## config.mk

```make
export PLATFORM = sky130hd
export DESIGN_NAME = i2c_byte_master
export DESIGN_NICKNAME = d
export VERILOG_FILES = /design/src/rtl/i2cm_pkg.sv /design/src/rtl/i2cm_tick.sv /design/src/rtl/i2cm_busmon.sv /design/src/rtl/i2cm_txpath.sv /design/src/rtl/i2c_byte_master.sv
export SDC_FILE = /design/constraint.sdc
export NUM_CORES = 1
export LEC_CHECK = 0
export ABC_AREA = 1
export BUFFER_PORTS_ARGS = -buffer_cell sky130_fd_sc_hd__buf_2
export CAP_MARGIN = 10
export CORE_ASPECT_RATIO = 0.5
export CORE_MARGIN = 1.5
export CORE_UTILIZATION = 45
export DETAILED_ROUTE_END_ITERATION = 12
export GPL_TIMING_DRIVEN = 0
export PLACE_DENSITY_LB_ADDON = 0.15
export SETUP_SLACK_MARGIN = 0.4
export SLEW_MARGIN = 5
export SYNTH_ARGS = -nofsm -noshare
export SYNTH_HDL_FRONTEND = slang
export SYNTH_SLANG_ARGS = --single-unit
export TNS_END_PERCENT = 50
```

## constraint.sdc

```tcl
create_clock -name clk -period 5.01 [get_ports clk]
set_clock_uncertainty 0.1 [all_clocks]
set_input_delay 0.2505 -clock clk [delete_from_list [all_inputs] [get_ports clk]]
set_output_delay 0.2505 -clock clk [all_outputs]
set_load 0.02 [all_outputs]
```

## src/rtl/i2cm_pkg.sv

```systemverilog
package i2cm_pkg;
    typedef enum logic [3:0] {
        S_IDLE,
        S_STA,
        S_BLO,
        S_BHI,
        S_HOLD,
        S_RSA,
        S_RSB,
        S_SPA,
        S_SPB
    } state_t;
endpackage

```

## src/rtl/i2cm_tick.sv

```systemverilog
module i2cm_tick #(
    parameter int PRESC_W = 8
) (
    input  logic               clk,
    input  logic               rst_n,
    input  logic               run,
    input  logic               clr,
    input  logic [PRESC_W-1:0] presc,
    output logic               tick
);
    logic [PRESC_W-1:0] cnt;

    assign tick = run && (cnt == presc);

    always_ff @(posedge clk or negedge rst_n) begin
        if (!rst_n) begin
            cnt <= '0;
        end else if (!run || clr || tick) begin
            cnt <= '0;
        end else begin
            cnt <= cnt + 1'b1;
        end
    end
endmodule

```

## src/rtl/i2cm_busmon.sv

```systemverilog
module i2cm_busmon #(
    parameter int SYNC_N = 2
) (
    input  logic clk,
    input  logic rst_n,
    input  logic scl_in,
    input  logic sda_in,
    output logic sda_s,
    output logic busy
);
    logic [SYNC_N-1:0] scl_q;
    logic [SYNC_N-1:0] sda_q;
    logic              sda_p;
    logic              scl_s;
    logic              saw_start;
    logic              saw_stop;

    assign scl_s     = scl_q[SYNC_N-1];
    assign sda_s     = sda_q[SYNC_N-1];
    assign saw_start = scl_s && sda_p && !sda_s;
    assign saw_stop  = scl_s && !sda_p && sda_s;

    always_ff @(posedge clk or negedge rst_n) begin
        if (!rst_n) begin
            scl_q <= '1;
            sda_q <= '1;
            sda_p <= 1'b1;
            busy  <= 1'b0;
        end else begin
            scl_q <= {scl_q[SYNC_N-2:0], scl_in};
            sda_q <= {sda_q[SYNC_N-2:0], sda_in};
            sda_p <= sda_s;
            if (saw_start) begin
                busy <= 1'b1;
            end else if (saw_stop) begin
                busy <= 1'b0;
            end
        end
    end
endmodule

```

## src/rtl/i2cm_txpath.sv

```systemverilog
module i2cm_txpath #(
    parameter int W = 8
) (
    input  logic         clk,
    input  logic         rst_n,
    input  logic         load,
    input  logic         adv,
    input  logic [W-1:0] load_val,
    output logic         tx_bit,
    output logic         ack_slot
);
    localparam int CW = $clog2(W + 1);

    logic [W-1:0]  sh;
    logic [CW-1:0] cnt;

    assign tx_bit   = sh[W-1];
    assign ack_slot = (cnt == CW'(W));

    always_ff @(posedge clk or negedge rst_n) begin
        if (!rst_n) begin
            sh  <= '0;
            cnt <= '0;
        end else if (load) begin
            sh  <= load_val;
            cnt <= '0;
        end else if (adv) begin
            sh  <= {sh[W-2:0], 1'b0};
            cnt <= cnt + 1'b1;
        end
    end
endmodule

```

## src/rtl/i2c_byte_master.sv

```systemverilog
module i2c_byte_master #(
    parameter int PRESC_W = 8,
    parameter int BYTE_W  = 8
) (
    input  logic               clk,
    input  logic               rst_n,
    input  logic               wr_data,
    input  logic [BYTE_W-1:0]  wr_byte,
    input  logic               stop_req,
    input  logic               rstart_en,
    input  logic [PRESC_W-1:0] presc,
    input  logic               scl_in,
    input  logic               sda_in,
    output logic               scl_oe,
    output logic               sda_oe,
    output logic               irq,
    output logic               ack_ok,
    output logic               bus_busy,
    output logic               master_on
);
    import i2cm_pkg::*;

    state_t state;
    state_t state_n;
    logic   pend;
    logic   tick;
    logic   sda_s;
    logic   tx_bit;
    logic   ack_slot;
    logic   accept_wr;
    logic   adv;
    logic   hold_exit;
    logic   ninth_done;

    assign accept_wr  = wr_data && ((state == S_IDLE) || (state == S_HOLD && !stop_req));
    assign adv        = (state == S_BHI) && tick && !ack_slot;
    assign ninth_done = (state == S_BHI) && tick && ack_slot;
    assign hold_exit  = (state == S_HOLD) && (state_n != S_HOLD);
    assign master_on  = (state != S_IDLE);

    i2cm_tick #(.PRESC_W(PRESC_W)) u_tick (
        .clk   (clk),
        .rst_n (rst_n),
        .run   (master_on),
        .clr   (hold_exit),
        .presc (presc),
        .tick  (tick)
    );

    i2cm_busmon #(.SYNC_N(2)) u_busmon (
        .clk    (clk),
        .rst_n  (rst_n),
        .scl_in (scl_in),
        .sda_in (sda_in),
        .sda_s  (sda_s),
        .busy   (bus_busy)
    );

    i2cm_txpath #(.W(BYTE_W)) u_txpath (
        .clk      (clk),
        .rst_n    (rst_n),
        .load     (accept_wr),
        .adv      (adv),
        .load_val (wr_byte),
        .tx_bit   (tx_bit),
        .ack_slot (ack_slot)
    );

    // state register
    always_ff @(posedge clk or negedge rst_n) begin
        if (!rst_n) begin
            state <= S_IDLE;
        end else begin
            state <= state_n;
        end
    end

    // pending load, interrupt flag and acknowledge status
    always_ff @(posedge clk or negedge rst_n) begin
        if (!rst_n) begin
            pend   <= 1'b0;
            irq    <= 1'b0;
            ack_ok <= 1'b0;
        end else begin
            if (state != S_IDLE) begin
                pend <= 1'b0;
            end else if (wr_data) begin
                pend <= 1'b1;
            end
            if (ninth_done) begin
                irq    <= 1'b1;
                ack_ok <= !sda_s;
            end else if (state == S_HOLD && (stop_req || wr_data)) begin
                irq <= 1'b0;
            end
        end
    end

    // next state
    always_comb begin
        state_n = state;
        unique case (state)
            S_IDLE: if (pend && !bus_busy) state_n = S_STA;
            S_STA:  if (tick) state_n = S_BLO;
            S_BLO:  if (tick) state_n = S_BHI;
            S_BHI:  if (tick) state_n = ack_slot ? S_HOLD : S_BLO;
            S_HOLD: begin
                if (stop_req) begin
                    state_n = S_SPA;
                end else if (wr_data) begin
                    state_n = rstart_en ? S_RSA : S_BLO;
                end
            end
            S_RSA:  if (tick) state_n = S_RSB;
            S_RSB:  if (tick) state_n = S_STA;
            S_SPA:  if (tick) state_n = S_SPB;
            S_SPB:  if (tick) state_n = S_IDLE;
            default: state_n = S_IDLE;
        endcase
    end

    // line drivers
    always_comb begin
        scl_oe = 1'b0;
        sda_oe = 1'b0;
        unique case (state)
            S_IDLE: begin scl_oe = 1'b0; sda_oe = 1'b0; end
            S_STA:  begin scl_oe = 1'b0; sda_oe = 1'b1; end
            S_BLO:  begin scl_oe = 1'b1; sda_oe = !ack_slot && !tx_bit; end
            S_BHI:  begin scl_oe = 1'b0; sda_oe = !ack_slot && !tx_bit; end
            S_HOLD: begin scl_oe = 1'b1; sda_oe = 1'b0; end
            S_RSA:  begin scl_oe = 1'b1; sda_oe = 1'b0; end
            S_RSB:  begin scl_oe = 1'b0; sda_oe = 1'b0; end
            S_SPA:  begin scl_oe = 1'b1; sda_oe = 1'b1; end
            S_SPB:  begin scl_oe = 1'b0; sda_oe = 1'b1; end
            default: begin scl_oe = 1'b0; sda_oe = 1'b0; end
        endcase
    end
endmodule

```

Word level (Yosys, flattened, before mapping)
Index checks and enable logic that the tools add are counted.
- bits in registers: 33
- latch bits: 0
- bits in writable memories: 0
- ROM bits: 0
- input port bits: 23
- output and inout bits: 6
- word-level logic and storage cells: 84
- memories kept: 0
- add/subtract/negate cells: 2
- $mul: 0
- div/mod/pow operators: 0
- order comparisons: 0
- equal/unequal tests: 11
- shifts and indexed selects: 0
- muxes and demuxes: 26
- bitwise gates (word level): 0
- reduce and logical (&&, ||, !) cells: 34
- operators by type and width (kind ; number):
    $mux 4 ; 12
    $pmux 4 s9 ; 1
    $mux 8 ; 3
    $eq 4x3->1 const B ; 4
    $logic_and 1x1->1 ; 14
    $add 8x1->8 const B ; 1
    $eq 4x2->1 const B ; 2
    $eq 4x4->1 const B ; 2
    $eq 8x8->1 ; 1
    $reduce_bool 2->1 ; 4
    $logic_not 1->1 ; 7
    $mux 1 ; 7
    $mux 3 ; 2
    $add 4x1->4 const B ; 1
    $eq 4x1->1 const B ; 1
    $logic_not 4->1 ; 1
    $logic_or 1x1->1 ; 4
    $ne 4x3->1 const B ; 1
    $reduce_bool 4->1 ; 1
    $reduce_or 4->1 ; 1
    $reduce_or 3->1 ; 1
    $pmux 1 s2 ; 1
    $reduce_or 2->1 ; 1

Logic depth before layout (Yosys ltp)
Gate-level depths: netlist of run 1.
- depth in word-level cells: 9
- gate-level depth with buffers: 12
- depth with buffers taken out: 12

Hierarchy
A second synthesis of run 1 with hierarchy kept.
- cells, all modules: 247
- area, all modules: 1868.0 sq um
- modules (own cells, without submodules) (module ; instances ; cells each ; area an instance (sq um) ; sequential area each (sq um)):
    i2cm_txpath ; 1 ; 67 ; 596.8 ; 300.3
    i2cm_tick ; 1 ; 87 ; 569.3 ; 200.2
    i2c_byte_master ; 1 ; 78 ; 509.2 ; 175.2
    i2cm_busmon ; 1 ; 15 ; 192.7 ; 156.4

Least setup slack after synthesis of run 1
OpenSTA, ideal clock, no wires.
- kind: reg-to-output
- from: register u_txpath.cnt[0]
- to: output port sda_oe
- data arrival time: 1263 ps
- required time: 4660 ps
- path slack: 3396 ps
- cell stages (with the launch flop): 8
- buffers on the path: 0
- path through: dfrtp_1 inv_1 ha_1 nand2_1 nor2_1 nor2_1 a21oi_1 o211ai_1
- longest elaborated chain between the ends: 4
- RTL lines (what ; line ; text):
    start, declared ; i2cm_txpath.sv:15 ; logic [CW-1:0] cnt;
    start signal, assigned ; i2cm_txpath.sv:29 ; cnt <= cnt + 1'b1;
    $eq 4x4->1 ; i2cm_txpath.sv:18 ; assign ack_slot = (cnt == CW'(W));
    $logic_not 1->1 ; i2c_byte_master.sv:129, i2c_byte_master.sv:130 ;
    $logic_and 1x1->1 ; i2c_byte_master.sv:129, i2c_byte_master.sv:130 ;
    $pmux 1 s2 ; i2c_byte_master.sv:126 ; unique case (state)
    end, declared ; i2c_byte_master.sv:15 ; output logic sda_oe,
Every way passes these cells.

Worst setup path in the final report of run 1
Ends and elaborated chain as after synthesis.

==> results of run 1 <==
==> final cells by class <==
| type | instances | area, sq um | area share (%) |
|---|---|---|---|
| buffer | 3 | 27.5 | 1.22 |
| clock inverter | 3 | 17.5 | 0.779 |
| clock buffer | 5 | 68.8 | 3.06 |
| timing repair buffer | 31 | 170 | 7.56 |
| sequential | 33 | 832 | 37.0 |
| tap | 54 | 67.6 | 3.00 |
| multi-input combinational | 189 | 965 | 42.9 |
| inverter | 27 | 101 | 4.50 |
==> stage by stage <==
step | instances | hold slack, ps | instance area [sq um]
global route | 345 | 68.5 | 2250
floorplan | 252 | -145 | 1930
global placement | 334 | 246 | 2130
detailed placement | 334 | 247 | 2130
finish | 345 | 58.1 | 2250
CTS | 345 | 50.9 | 2250
==> logic make-up (layout without fill, tap and decap cells) <==
logic type                 count (synthesis)  after routing  share of synthesized area (%)
xor gates and xnor gates                  10             10                           4.55
and+or+nand+nor                          159            159                           38.7
AOI/OAI and AO/OA                         17             17                           4.94
DFF                                       33             33                           43.2
adders and majority gates                  3              3                           1.95
buffers and inverters                     30             69                           6.69
==> Yosys cell counts <==
cell type / count
nand2_1: 82
dfrtp_1: 28
nand3_1: 27
nor2_1: 24
inv_1: 21
a21oi_1: 7
inv_2: 6
nand4_1: 6
o21ai_0: 6
dfstp_2: 5
xnor2_1: 5
xor2_1: 5
ha_1: 3
nand2_2: 3
nor2_2: 3
nor2_4: 3
buf_6: 2
nand2_4: 2
nand3_2: 2
nor3_1: 2
nor3b_1: 2
o211ai_1: 2
o31ai_1: 2
and3_1: 1
buf_2: 1
nor2_8: 1
or2_4: 1
==> timing repair <==
| action | 4_1_cts | 5_1_grt |
|---|---|---|
| endpoints found under the hold margin | 30 | 0 |
| hold buffers | 3 | 0 |
| resized for setup | 0 | 0 |
==> state kept, by name, indices dropped and copies added (netlist names), 2 cells and up <==
signal	cells
u_tick.cnt	8
u_txpath.sh	8
state	4
u_busmon.scl_q	2
u_busmon.sda_q	2
u_txpath.cnt	4
==> worst register-to-register path, cell delays in order (launching register included) <==
cell and delay (ps):
dfrtp_1 440, xnor2_1 320, nand2_1 110, nor2_2 190, nand2_2 140, inv_2 110, nand2_2 90, buf_6 160
nand3_1 60, nand2_1 50
==> report_power, final <==
part	leakage [nW]	internal, mW	switching, mW
Clock	0.0439	0.0959	0.105
Combinational	0.723	0.108	0.208
Sequential	0.427	0.316	0.0384
==> worst paths after layout <==
path                                endpoint  slack (ps)  depth (start not counted)
setup / recovery                      sda_oe        2840                          8
hold / removal                u_txpath.sh[0]          60                          3
setup reg to reg              u_txpath.sh[5]        3120                          9
hold reg to reg            u_busmon.scl_q[1]         260                          0
max in group asynchronous     u_txpath.sh[2]        3870                          2
min in group asynchronous      u_tick.cnt[5]         460                          2
==> routing by layer <==
layer | vias up | global-route usage [%] | wire length, um
met5 | - | 0 | 0
met4 | 0 | 5.15 | 15
met3 | 3 | 6.23 | 175
met2 | 27 | 30.6 | 1810
met1 | 803 | 25.2 | 1960
li1 | 878 | - | -
==> impl_results.rst, run 1 <==
.. list-table::
   :header-rows: 1

   * - Metric
     - Value
   * - Die Ht
     - ~49 um
   * - Largest net degree at the start of global routing
     - 34
   * - CP max stage delay
     - just over 400 ps
   * - Element type at the critical path start
     - register
   * - Crit-path leading delay family
     - simple AND/OR/NAND/NOR gates
   * - Required time at the endpoint of the critical path
     - 4660 ps
   * - Crit. Startpoint
     - u_txpath.cnt[0]
   * - Worst Hold Launch
     - wr_byte[0]
   * - Floorplan core area
     - roughly 4000 sq um
   * - Starting Density
     - between 40 and 50%
   * - Number of top-level design ports
     - 29
   * - Count of warnings emitted by yosys
     - 0
   * - Wire length of the first global-routing pass
     - around 6.9 mm
   * - Setup Fix Bufs, Post-CTS
     - 0
   * - Post-detailed-routing wire length
     - roughly 4.0 mm
   * - Setup repair after global routing missed its margin
     - no
   * - Final hold violation count
     - 0
   * - Overall power after layout
     - slightly below 0.9 mW
   * - DRC violation total after the first TritonRoute iteration
     - 49
   * - Instance count of the mapped netlist
     - between 200 and 300
   * - Share of layout cells above drive strength 1
     - between 20 and 25%
   * - Clock sinks
     - 33
   * - Cell accounting for the most synthesized area
     - dfrtp_1
   * - Critical Path Sink Type
     - output port
   * - Row Count
     - 16
   * - Number of buffers added by the clock tree synthesis step
     - 5
   * - Worst reg2reg startpoint
     - u_tick.cnt[4]
   * - Per-cell via count in the routed design
     - 4.96
   * - Largest vdd supply drop
     - about 0.00024 V
   * - Antenna cell count
     - 0
   * - Setup slack after placement
     - between 3000 and 4000 ps
   * - Mean Syn Cell Area
     - around 7.6 sq um
   * - Signal arrival time at the worst endpoint
     - around 1800 ps
   * - Total setup violations reported at the end of the flow
     - 0
   * - Number of register bits inferred by synthesis
     - 33
   * - Worst path bufs/invs
     - 2
   * - Share of the yosys chip area belonging to registers
     - a little over two fifths
   * - Clock slew at the register clock pins of the worst setup and hold paths
     - approximately 70 ps
   * - Number of max-slew violations in the final report
     - 0
   * - CP Max Fanout
     - 5
   * - Most common cell after layout, fill and taps aside
     - nand2_1
   * - Sum of net half-perimeters after detailed placement
     - slightly below 3 mm
   * - Total number of vias
     - around 1,700
   * - Initial antenna violation count
     - 0
   * - TritonCTS clock tree
     - yes
   * - Area growth from synthesis to layout
     - 16.8%
   * - Count of port buffers added during placement
     - 28
   * - Grt ovf
     - 0
   * - Skew-Pair Late Insertion Delay
     - just under 300 ps
   * - Top post-synthesis cells by area
     - dfrtp_1 36%, nand2_1 16%, nand3_1 7.0%
   * - Final #Nets
     - 316
   * - Number of detailed-route iterations in the first pass
     - 4
   * - Achievable clock frequency
     - ~460 MHz
   * - Power density of the placed cells
     - roughly 390 nW/um^2
   * - Hold crit path type
     - primary input to register
   * - Transition time at the pin with the least slew margin
     - 742 ps
   * - Largest buffer count on any clock path
     - 2
   * - Minimum setup slack in the final design
     - approximately 2800 ps
   * - Cell type of the slowest stage on the worst timing path
     - dfrtp_1
   * - Static leakage
     - about 1.2 nW
   * - Post-layout min period
     - between 2000 and 2500 ps
   * - Critical Path, Cell by Cell
     - inv_1 -> ha_1 -> nand2_1 -> nor2_1 -> nor2_1 -> a21oi_1 -> o211ai_1 -> buf_2
   * - Setup TNS
     - 0 ps
   * - Post-synth top area share
     - between 30% and 40%
   * - Residual DRC count
     - 0
   * - Placer Congestion
     - just over 0.8
   * - Unique cell type count in the Yosys netlist
     - 27
   * - Most frequent cells in the layout
     - 82 x nand2_1, 29 x buf_2, 28 x dfrtp_1
   * - Clk root buf
     - clkbuf_8
   * - Number of fill cells
     - 417
   * - Period Utilization, post-route
     - 43.4%
   * - Total Die Area
     - between 4000 and 5000 sq um
   * - Outcome
     - complete, no violations
   * - Post-route ant nets
     - 0
   * - Average detailed-routed wire length per instance
     - 11.5 um
   * - Worst Setup Path Type
     - register to output port
   * - Combined global-route utilization of all metal layers
     - around a fifth
   * - Share of the core filled with cells in the final layout
     - roughly 56%
   * - Net count after synthesis
     - between 200 and 300
   * - Die span in x
     - roughly 96 um
   * - Max-cap violation count
     - 0
   * - H-tree levels
     - 2
   * - Most used cell, CP
     - nor2_1
   * - Max-slew headroom at the worst pin
     - ~50%
   * - Total standard cell area after synthesis
     - slightly below 2000 sq um
   * - Via count of the first global-routing pass
     - approximately 1,500
(Power assumes the default switching activity.)
==> run 2: changes to the inputs <==
- clock period: 5.01 -> 2.1 ns (I/O delays scaled with it)
==> run 2 against run 1 <==
  * Core utilization is 11 points higher
  * First-iteration DRC count rose by 53%
  * Setup slack got worse by 2500 ps
  * Via count rose by 8.1%
  * Global-route usage is 1.4 points higher
  * Critical path depth is 1 lower
  * Power increased to 2.8 times the previous value
  * Wire length rose by 18%
  * Die area stayed put
  * Register-to-register slack worse by 2700 ps
==> impl_results.rst, run 2 (synthesis results as in run 1) <==
.. list-table::
   :header-rows: 1

   * - Metric
     - Value
   * - Number of max-slew violations in the final report
     - 0 (unchanged)
   * - H-tree levels
     - 2 (unchanged)
   * - CP Max Fanout
     - 4 (-1)
   * - Share of layout cells above drive strength 1
     - 38.1% (+16 points)
   * - Final #Nets
     - 348 (+10%)
   * - Skew-Pair Late Insertion Delay
     - 300 ps (about the same)
   * - Clock slew at the register clock pins of the worst setup and hold paths
     - 80 ps (about the same)
   * - Cell internal pwr
     - 1.46 mW (+180%)
   * - Initial antenna violation count
     - 0 (unchanged)
   * - Setup TNS
     - 0 ps (unchanged)
   * - Signal arrival time at the worst endpoint
     - 1530 ps (-290 ps)
   * - Share of the core filled with cells in the final layout
     - 67.6% (+11 points)
   * - Transition time at the pin with the least slew margin
     - 783 ps (+41.6 ps)
   * - Number of top-level design ports
     - 29 (unchanged)
   * - Minimum setup slack in the final design
     - 370 ps (-2470 ps)
   * - Static leakage
     - 1.40 nW (+18%)
   * - Number of detailed-route iterations in the first pass
     - 4 (unchanged)
   * - Grt ovf
     - 0 (unchanged)
   * - Element type at the critical path start
     - register
   * - Via count of the first global-routing pass
     - 1,682 (+9.8%)
   * - Power density of the placed cells
     - 899 nW/um^2 (+130%)
   * - Combinational fraction of design power
     - 44.4% (+8.1 points)
   * - Placer Congestion
     - 0.814 (unchanged)
   * - DRC violation total after the first TritonRoute iteration
     - 75 (+53%)
   * - Number of buffers added by the clock tree synthesis step
     - 5 (unchanged)
   * - TritonCTS clock tree
     - yes
   * - Number of fill cells
     - 342 (-18%)
   * - Crit. Startpoint
     - state[1]
   * - Starting Density
     - 48.1% (unchanged)
   * - Clk root buf
     - clkbuf_8
   * - Most frequent cells in the layout
     - 74 x nand2_1, 27 x buf_2, 27 x buf_4
   * - Residual DRC count
     - 0 (unchanged)
   * - Leading registers by flop count
     - u_tick.cnt (8), u_txpath.sh (8)
   * - Most common cell after layout, fill and taps aside
     - nand2_1
   * - Largest buffer count on any clock path
     - 2 (unchanged)
   * - Average detailed-routed wire length per instance
     - 12.4 um (+8.4%)
   * - Placed cell count
     - 334 (unchanged)
   * - Achievable clock frequency
     - between 500 and 600 MHz
   * - Per-cell via count in the routed design
     - 4.90 (-1.1%)
   * - Final hold violation count
     - 0 (unchanged)
   * - Largest net degree at the start of global routing
     - 34 (unchanged)
   * - Setup slack after placement
     - 223 ps (-2910 ps)
   * - Count of port buffers added during placement
     - 28 (unchanged)
   * - Post-detailed-routing wire length
     - 4.69 mm (+18%)
   * - Total number of vias
     - 1,849 (+8.1%)
   * - Sum of net half-perimeters after detailed placement
     - 2.92 mm (unchanged)
   * - Combined global-route utilization of all metal layers
     - 20.7% (+1.4 points)
   * - Sequential Power Share
     - 35.7% (-4.9 points)
   * - Net Switching
     - 0.976 mW (+180%)
   * - Post-route ant nets
     - 0 (unchanged)
   * - Sw Share
     - 40.1% (-0.29 points)
   * - Die Ht
     - 49.3 um (unchanged)
   * - Row Count
     - 16 (unchanged)
   * - Max-cap violation count
     - 0 (unchanged)
   * - Floorplan core area
     - 4000 sq um (unchanged)
   * - Period Utilization, post-route
     - between 80% and 90%
   * - Worst reg2reg startpoint
     - state[0]
   * - Total Die Area
     - 4700 sq um (unchanged)
   * - Largest vdd supply drop
     - 0.000452 V (+86%)
   * - Total setup violations reported at the end of the flow
     - 0 (unchanged)
   * - Overall power after layout
     - 2.43 mW (+180%)
   * - Clock share of power
     - 19.9% (-3.2 points)
   * - Worst Hold Launch
     - wr_byte[1]
   * - Max-slew headroom at the worst pin
     - 47.8% (-2.8 points)
   * - Outcome
     - complete, no violations
   * - Antenna cell count
     - 0 (unchanged)
   * - Post-layout min period
     - approximately 1700 ps
   * - Wire length of the first global-routing pass
     - 7.38 mm (+7.6%)
   * - Layout Cells excl Fill
     - 377 (+9.3%)
   * - Critical Path Sink Type
     - output port
   * - Clock sinks
     - 33 (unchanged)
   * - Area growth from synthesis to layout
     - 40.6%
   * - Hold crit path type
     - primary input to register
   * - Die span in x
     - 95.5 um (unchanged)
   * - Setup repair after global routing missed its margin
     - yes
   * - Required time at the endpoint of the critical path
     - 1890 ps (-2770 ps)
   * - Worst Setup Path Type
     - register to output port
-- run 2: changes by cell type in the layout (fill, tap and decap cells not counted), moves of 5 or more --
cell,previous run,this run
buf_4,0,27
dfrtp_1,28,23
dfrtp_2,0,5
nand2_1,82,74
-- run 2: routing by layer --
| layer | GRT usage [%] | part of all wire (%) | vias to the layer above |
|---|---|---|---|
| li1 | - | - | 941 |
| met1 | 25.8 | 47 | 862 |
| met3 | 6.23 | 4.2 | 7 |
| met2 | 35.0 | 47 | 39 |
| met5 | 0 | 0 | - |
| met4 | 5.15 | 1.2 | 0 |
-- run 2: final cells by class --
type	count	area [sq um]	share of cell area [%]
multi-input combinational	189	1120	41.4
buffer	3	37.5	1.39
clock inverter	3	17.5	0.647
sequential	33	838	31.0
inverter	27	111	4.11
tap	54	67.6	2.50
clock buffer	5	68.8	2.54
timing repair buffer	63	445	16.5
-- run 2: repair_timing --
| item | 4_1_cts | 5_1_grt |
|---|---|---|
| pin swaps | 8 | 16 |
| setup buffers | 15 | 12 |
| hold buffers | 6 | 0 |
| endpoints found under the setup margin | 15 | 22 |
| gates resized for setup | 22 | 32 |
| endpoints found under the hold margin | 33 | 0 |
| cloned | 0 | 2 |
-- run 2: power by group through the flow --
stage	sequential [mW]	clock (mW)	combinational, mW
6_report	0.869	0.485	1.08
5_1_grt	0.885	0.535	1.20
4_1_cts	0.849	0.500	0.925
3_5_place_dp	0.854	0	0.763
3_3_place_gp	0.852	0	0.747
2_1_floorplan	0.839	0	0.569
-- run 2: worst paths after layout --
check	slack, ps	to	cells past startpoint
worst max register to register	410	u_txpath.sh[5]	11
worst max-delay path	370	sda_oe	7
worst min register to register	260	u_busmon.scl_q[1]	0
worst min-delay path	10	u_txpath.sh[1]	5
min in group asynchronous	320	u_tick.cnt[5]	2
max in group asynchronous	1030	state[3]	2
-- run 2: metrics by stage --
| step | instance area (sq um) | hold WS, ps |
|---|---|---|
| 2_1_floorplan | 1930 | -291 |
| 4_1_cts | 2480 | 2.25 |
| 6_report | 2710 | 9.59 |
| 5_1_grt | 2710 | 21.8 |
| 3_3_place_gp | 2130 | 110 |
| 3_5_place_dp | 2130 | 112 |
-- run 2: worst max-delay path, stage by stage, from the launching register on --
cell and delay, ps:
dfrtp_2 480, buf_6 140, buf_4 120, nand2_1 70
nor2_2 50, a21oi_2 90, o211ai_1 100, buf_4 170
